$ cat config.mk
export PLATFORM = sky130hd
export DESIGN_NAME = clk_pwr_seq
export DESIGN_NICKNAME = d
export VERILOG_FILES = /design/src/rtl/pms_pkg.sv /design/src/rtl/pms_ctrl.sv /design/src/rtl/pms_dp.sv /design/src/rtl/clk_pwr_seq.sv
export SDC_FILE = /design/constraint.sdc
export NUM_CORES = 1
export LEC_CHECK = 0
export BUFFER_PORTS_ARGS = -buffer_cell sky130_fd_sc_hd__buf_4
export CAP_MARGIN = 20
export CORE_UTILIZATION = 60
export DETAILED_ROUTE_END_ITERATION = 7
export PLACE_DENSITY = 0.91
export SYNTH_ARGS = -nofsm -noshare
export SYNTH_HDL_FRONTEND = slang
export SYNTH_SLANG_ARGS = --single-unit
$ cat constraint.sdc
create_clock -name clk -period 2.6 [get_ports clk]
set_input_delay 0.52 -clock clk [delete_from_list [all_inputs] [get_ports clk]]
set_output_delay 0.52 -clock clk [all_outputs]
set_load 0.03 [all_outputs]
$ cat src/rtl/pms_pkg.sv
package pms_pkg;

  typedef enum logic [2:0] {
    S_RUN     = 3'd0,
    S_SR_IN   = 3'd1,
    S_SAVE    = 3'd2,
    S_PLL_OFF = 3'd3,
    S_HALT    = 3'd4,
    S_RESTORE = 3'd5,
    S_LOCK    = 3'd6,
    S_SR_OUT  = 3'd7
  } seqState_t;

  localparam logic [1:0] MODE_RUN    = 2'b00;
  localparam logic [1:0] MODE_DIRECT = 2'b01;
  localparam logic [1:0] MODE_HALT   = 2'b10;

  typedef struct packed {
    logic save;
    logic pllOff;
    logic restore;
    logic waiting;
  } dpStrobe_t;

endpackage

$ cat src/rtl/pms_ctrl.sv
module pms_ctrl
  import pms_pkg::*;
(
  input  logic       clk,
  input  logic       rstN,
  input  logic       suspendReq,
  input  logic       wakeHit,
  input  logic       srAck,
  input  logic       pllLock,
  output dpStrobe_t  strobe,
  output logic       clkSelPll,
  output logic       sysclkGate,
  output logic       srReq,
  output logic [1:0] modeOut
);

  seqState_t state, nextState;

  always_ff @(posedge clk or negedge rstN) begin
    if (!rstN) state <= S_RUN;
    else       state <= nextState;
  end

  always_comb begin
    nextState = state;
    unique case (state)
      S_RUN:     if (suspendReq) nextState = S_SR_IN;
      S_SR_IN:   if (srAck)      nextState = S_SAVE;
      S_SAVE:                    nextState = S_PLL_OFF;
      S_PLL_OFF:                 nextState = S_HALT;
      S_HALT:    if (wakeHit)    nextState = S_RESTORE;
      S_RESTORE:                 nextState = S_LOCK;
      S_LOCK:    if (pllLock)    nextState = S_SR_OUT;
      S_SR_OUT:  if (!srAck)     nextState = S_RUN;
      default:                   nextState = S_RUN;
    endcase
  end

  always_comb begin
    strobe.save    = (state == S_SAVE);
    strobe.pllOff  = (state == S_PLL_OFF);
    strobe.restore = (state == S_RESTORE);
    strobe.waiting = ((state == S_SR_IN) && !srAck) ||
                     ((state == S_LOCK) && !pllLock) ||
                     ((state == S_SR_OUT) && srAck);
  end

  always_comb begin
    clkSelPll  = (state == S_RUN) || (state == S_SR_IN) || (state == S_SR_OUT);
    sysclkGate = (state == S_HALT);
    srReq      = !((state == S_RUN) || (state == S_SR_OUT));
    if (clkSelPll)       modeOut = MODE_RUN;
    else if (sysclkGate) modeOut = MODE_HALT;
    else                 modeOut = MODE_DIRECT;
  end

endmodule

$ cat src/rtl/pms_dp.sv
module pms_dp
  import pms_pkg::*;
#(
  parameter int              CFG_W       = 16,
  parameter int              TMO_CYCLES  = 1024,
  parameter logic [CFG_W-1:0] PLL_RST_CFG = 16'h5A3C
) (
  input  logic             clk,
  input  logic             rstN,
  input  dpStrobe_t        strobe,
  output logic             pllEn,
  output logic [CFG_W-1:0] pllCfg,
  output logic             errTimeout,
  output logic             srClkAutoOff
);

  localparam int CW = $clog2(TMO_CYCLES + 1);

  logic [CFG_W-1:0] savedCfg;
  logic [CW-1:0]    waitCnt;

  always_ff @(posedge clk or negedge rstN) begin
    if (!rstN) begin
      pllEn    <= 1'b1;
      pllCfg   <= PLL_RST_CFG;
      savedCfg <= '0;
    end else begin
      if (strobe.save) savedCfg <= pllCfg;
      if (strobe.pllOff) begin
        pllEn  <= 1'b0;
        pllCfg <= '0;
      end else if (strobe.restore) begin
        pllEn  <= 1'b1;
        pllCfg <= savedCfg;
      end
    end
  end

  always_ff @(posedge clk or negedge rstN) begin
    if (!rstN) begin
      waitCnt    <= '0;
      errTimeout <= 1'b0;
    end else begin
      if (strobe.waiting) begin
        if (waitCnt != CW'(TMO_CYCLES)) waitCnt <= waitCnt + 1'b1;
        if (waitCnt == CW'(TMO_CYCLES - 1)) errTimeout <= 1'b1;
      end else begin
        waitCnt <= '0;
      end
    end
  end

  always_ff @(posedge clk or negedge rstN) begin
    if (!rstN) srClkAutoOff <= 1'b0;
    else       srClkAutoOff <= 1'b1;
  end

endmodule

$ cat src/rtl/clk_pwr_seq.sv
module clk_pwr_seq
  import pms_pkg::*;
#(
  parameter int               WAKE_W      = 4,
  parameter int               CFG_W       = 16,
  parameter int               TMO_CYCLES  = 1024,
  parameter logic [CFG_W-1:0] PLL_RST_CFG = 16'h5A3C
) (
  input  logic              clk,
  input  logic              rstN,
  input  logic              suspendReq,
  input  logic [WAKE_W-1:0] wakeEvt,
  input  logic [WAKE_W-1:0] wakeEn,
  input  logic              srAck,
  input  logic              pllLock,
  output logic              clkSelPll,
  output logic              pllEn,
  output logic [CFG_W-1:0]  pllCfg,
  output logic              sysclkGate,
  output logic              srReq,
  output logic              srClkAutoOff,
  output logic [1:0]        modeOut,
  output logic              errTimeout
);

  dpStrobe_t strobe;
  logic      wakeHit;

  assign wakeHit = |(wakeEvt & wakeEn);

  pms_ctrl u_ctrl (
    .clk        (clk),
    .rstN       (rstN),
    .suspendReq (suspendReq),
    .wakeHit    (wakeHit),
    .srAck      (srAck),
    .pllLock    (pllLock),
    .strobe     (strobe),
    .clkSelPll  (clkSelPll),
    .sysclkGate (sysclkGate),
    .srReq      (srReq),
    .modeOut    (modeOut)
  );

  pms_dp #(
    .CFG_W       (CFG_W),
    .TMO_CYCLES  (TMO_CYCLES),
    .PLL_RST_CFG (PLL_RST_CFG)
  ) u_dp (
    .clk          (clk),
    .rstN         (rstN),
    .strobe       (strobe),
    .pllEn        (pllEn),
    .pllCfg       (pllCfg),
    .errTimeout   (errTimeout),
    .srClkAutoOff (srClkAutoOff)
  );

endmodule

Yosys cells after proc, flatten, opt, wreduce, memory -nomap -nowiden. Index checks and enable logic that the tools add are counted.

Register bits after elaboration: 49. Input bits: 13. Logic and storage cells: 54.

Add/sub/neg operators: 1. Equal/unequal tests: 15. Multiplexer cells: 14. Bitwise gates (word level): 1. Reduce and logical (&&, ||, !) cells: 16.

Operators with widths (count): $mux 16 (2); $pmux 3 s8 (1); $mux 11 (2); $mux 3 (5); $eq 3x3->1 const B (4); $add 11x1->11 const B (1); $eq 11x10->1 const B (1); $ne 11x11->1 const B (1); $ne 2x2->1 const B (4); $eq 3x2->1 const B (2); $logic_or 1x1->1 (5); $reduce_and 5->1 (1); $and 4x4->4 (1); $mux 2 (2); $ne 2x1->1 const B (2); $reduce_or 4->1 (1); $eq 3x1->1 const B (1); $logic_and 1x1->1 (3); $logic_not 1->1 (3); $logic_not 3->1 (1); $mux 1 (2); $reduce_and 2->1 (1); $reduce_bool 2->1 (1).

Longest topological paths before layout.
Depth in word-level cells: 5. Mapped depth: 6.

Modules after synthesis. From an unflattened synthesis, not the netlist that was laid out.

Cells, all modules: 195. Area total of the unflattened synthesis: 2264.7 um^2.

Modules (own cells, without submodules): pms_dp (instances 1, cells an instance 155, area each 1930.6 um^2); pms_ctrl (instances 1, cells an instance 37, area each 315.3 um^2); clk_pwr_seq (instances 1, cells an instance 3, area each 18.8 um^2).

Worst setup path after synthesis. No wires, ideal clock.

Path type: register to output. Start point: register u_ctrl.state[2]. End point: output modeOut[0]. Data arrival time: 1847 ps. Required time: 2080 ps. Slack: 233 ps. Cell stages (with the launch flop): 5. Cell sequence: dfrtp_1 > buf_4 > clkbuf_1 > o21ai_0 > nor2_1.

Longest elaborated chain between the ends: 4. Elaborated cells on any way between the ends: 8.

Ends and longest elaborated chain: start, declared (RTL line pms_ctrl.sv:17) `seqState_t state, nextState;`; start signal, assigned (RTL line pms_ctrl.sv:21) `else state <= nextState;`; $eq 3x1->1 or $logic_not 3->1 (tied branches) (RTL line pms_ctrl.sv:49) `clkSelPll = (state == S_RUN) || (state == S_SR_IN) || (state == S_SR_OUT);`; $logic_or 1x1->1 (RTL line pms_ctrl.sv:49); $logic_or 1x1->1 * (RTL line pms_ctrl.sv:49); net clkSelPll (RTL line clk_pwr_seq.sv:16) `output logic clkSelPll,`; $mux 2 * (RTL line pms_ctrl.sv:52) `if (clkSelPll) modeOut = MODE_RUN;`; end, declared (RTL line clk_pwr_seq.sv:22) `output logic [1:0] modeOut,`.

The timed path passes the listed nets; every way through them passes the cells marked *.

Final worst setup path.
Start point: register u_ctrl.state[2]. End point: output modeOut[0].

Longest elaborated chain between the ends: 4. Elaborated cells on any way between the ends: 8.

Ends and longest elaborated chain (RTL line): $eq 3x1->1 or $logic_not 3->1 (tied branches) (pms_ctrl.sv:49); $logic_or 1x1->1 (2 in series) (pms_ctrl.sv:49); $mux 2 * (pms_ctrl.sv:52).

Mark *: on every way between the ends. The rest lies on a longest branch, timed or not.

==> impl_metrics.tcl <==
set metrics [dict create \
    max_clock_freq_mhz 435.1 \
    final-seq-area_um2 1237 \
    slew_violations 0 \
    synth_area_um2 2354 \
    grt_pass1_wl_um 7707 \
    cts_hold_buf 0 \
    p_per_area_nw_per_um2 789.5 \
    grt_max_degree 50 \
    postRouteAntennaNets 0 \
    multiInputGateArea_um2 1025 \
    min_period_over_period_pct 88.39 \
    chipWidth_um 64.63 \
    postCtsSetupRepairBufs 0 \
    finalNetCount 259 \
    synthCells 209 \
    p_sw_uw 814.7 \
    endpoint_kind "primary output" \
    grt_usage_pct 25.10 \
    place_ws_ns 0.6415 \
    antenna_found_initial 0 \
    drtIter0Drc 94 \
    cts_tree "yes" \
    cp_max_fo 15 \
    port_buffers 36 \
    path_class "reg -> out" \
    drv_cap 0 \
    hp-class "in -> async" \
    cp_data_required_time_ns 2.08 \
    cts_resized 0 \
    ys_types 40 \
    path_clk_slew_ns 0.08 \
    status "completed" \
    root_buffer "clkbuf_8" \
    synth_seq_cells 49 \
    dr.pass1.iters 4 \
    fin_ws_ns 0.3019 \
    combPwrFrac_pct 32.8 \
    p_sw_share_pct 37.32 \
    internal_power_mw 1.368 \
    drive_gt1_share_pct 35.51 \
    yosys_warnings 0 \
    routedWlPerCell_um 15.62 \
    critical_path_arrival_ns 1.78 \
    die_y_um 64.63 \
    htreeDepth 2 \
    tightestPinTransition_ns 0.6960 \
    setup_viol 0 \
    cts_sinks 49 \
    drc 0 \
    synth.area.top_cells "dfrtp_1, dfstp_2, mux2_2" \
    yosys.area.top_type_share_pct 42.53 \
    syn_nets 224 \
    dieArea_um2 4177 \
    period_needed_ns 2.298 \
    drt-vias-per-instance 5.891 \
    skew_ns 0.002478 \
    pin_count 37 \
    final_util_pct 74.41 \
    rsz0062_at_grt "false" \
    critPathLaunchType "flop" \
    ff2ff_setup_slack_ns 0.61 \
    diodes 0 \
    ir_worst_vdd_v 0.0004916 \
    power.leakage_nw 1.184 \
    avgSynthCellArea_um2 11.26 \
    wl_um 4576 \
    std_cell_rows 22 \
    place_hpwl_um 3047 \
    ys_seq_area_share_pct 52.58 \
    grt-ovfl-total 0 \
    cts_buffers 5 \
    grt_pass1_vias 1641 \
    synth_edf_count 0 \
    fin_tns_setup_ns 0 \
    p_clk_share_pct 25.3 \
    hold_violations 0 \
    async_flop_share_pct 100.0 \
    areaGrowthSynthToFinish_pct 17.49 \
    floorplan.initialDensity_pct 63.33 \
    clock_latency_ns 0.30 \
    n_fill_cell 256 \
    slew_headroom_pct 52.97 \
    clk_path_buf_depth 2 \
    pwr-share-seq_pct 41.9 \
    routabilityCongestion 0.7814 \
    dr_total_vias 1726 \
    core_area_um2 3716 \
    synth_ff_type "dfrtp_1" \
    yosysTopAreaCell "dfrtp_1" \
]
==> metrics by stage <==
step                area (um^2)  hold slack (ns)  total power, mW  std cells
floorplan                  2354           0.2244            1.443        209
global placement           2649           0.4684            1.618        285
detailed placement         2649           0.4877            1.639        285
CTS                        2765           0.2421            2.187        293
global route               2765           0.2512            2.298        293
finish                     2765           0.2173            2.183        293
==> worst paths after layout <==
check | startpoint | depth (start not counted) | to
min in group clk | u_dp.pllCfg[2]$_DFFE_PN1P_ | 1 | u_dp.pllCfg[2]$_DFFE_PN1P_
setup reg to reg | u_ctrl.state[1]$_DFFE_PN0P_ | 3 | u_dp.savedCfg[12]$_DFFE_PN0P_
max in group asynchronous | rstN | 1 | u_dp.pllCfg[15]$_DFFE_PN0P_
hold reg to reg | u_dp.pllCfg[2]$_DFFE_PN1P_ | 1 | u_dp.pllCfg[2]$_DFFE_PN1P_
setup / recovery | u_ctrl.state[2]$_DFFE_PN0P_ | 3 | modeOut[0]
hold / removal | rstN | 1 | u_dp.waitCnt[2]$_DFFE_PN0P_
==> Yosys cell counts (3+ instances only) <==
cell       count
nand2_1        7
buf_2          4
o2bb2ai_1     16
a21oi_2        8
dfstp_2        9
a21oi_1       19
or3_1          4
dfrtp_1       40
nor2_1         5
mux2_2        17
inv_1          7
clkbuf_1       4
o21ai_0        6
o31ai_1        3
nand4_1        5
nor2b_1       17
nand3_1        6
or4_1          3
==> area by class of cell <==
| cell class | instances | area share (%) |
|---|---|---|
| multi-input cells | 141 | 37.06 |
| clock buffers | 7 | 3.122 |
| repair buffers | 40 | 10.86 |
| inverters | 7 | 0.9502 |
| clock inverters | 1 | 1.086 |
| well taps | 48 | 2.172 |
| flip-flops and latches | 49 | 44.75 |
==> power by group through the flow <==
| stage | clock (mW) | sequential [mW] | combinational (mW) |
|---|---|---|---|
| after floorplan | 0 | 0.862 | 0.581 |
| after global placement | 0 | 0.920 | 0.698 |
| after detailed placement | 0 | 0.927 | 0.712 |
| after CTS | 0.560 | 0.911 | 0.715 |
| after global routing | 0.602 | 0.926 | 0.771 |
| final | 0.552 | 0.916 | 0.715 |
==> state kept, by name, indices dropped and copies added (netlist names) <==
signal             count
u_dp.errTimeout        1
u_dp.waitCnt          11
u_dp.savedCfg         16
u_ctrl.state           3
u_dp.srClkAutoOff      1
u_dp.pllEn             1
u_dp.pllCfg           16
==> routing by layer <==
layer	track usage [%]	part of all wire, %	routed length, um	vias up
met3	7.042	5.0	231	6
li1	-	-	-	829
met5	0	0	0	-
met1	32.98	45	2076	839
met4	10.28	1.0	48	0
met2	39.21	48	2219	52
==> worst max-delay path, stage by stage, from the launching register on <==
cell	delay [ns]
dfrtp_1	0.63
nor3b_1	0.53
nor2_1	0.12
buf_4	0.19
==> cells by family after synthesis <==
| logic type | Yosys count | synth area share, % |
|---|---|---|
| AO/OA/AOI/OAI | 61 | 18.34 |
| XOR/XNOR | 2 | 0.7444 |
| adder cells (fa/ha/maj) | 2 | 1.063 |
| buffers and inverters | 19 | 3.881 |
| flip-flops | 49 | 52.58 |
| multiplexers | 17 | 8.134 |
| other | 1 | 0.1593 |
| AND/OR/NAND/NOR | 58 | 15.10 |
==> placed cells by master, fill, tap and decap left out <==
master / instances
and2_1: 1
nor2b_1: 17
and3_4: 1
o21bai_1: 1
mux2_2: 17
conb_1: 1
a21oi_1: 19
a31o_2: 2
a31oi_1: 1
a22oi_1: 2
nand4_1: 5
dfrtp_1: 40
or3_1: 4
buf_4: 40
or4b_1: 1
nor3b_1: 2
nand2_1: 7
inv_1: 7
a21oi_2: 8
clkbuf_8: 6
nand4bb_1: 1
or4_1: 3
nor4_1: 1
nand3_1: 6
nor4bb_1: 1
clkbuf_1: 1
xor2_1: 2
nor2_2: 2
nor3b_2: 1
ha_1: 2
o21ai_0: 6
nor2_1: 5
a311o_1: 1
bufinv_16: 1
dfstp_2: 9
a21boi_0: 1
a41o_1: 1
o31ai_1: 3
o2bb2ai_1: 16
Note: power is estimated with default switching activity, not from simulation.
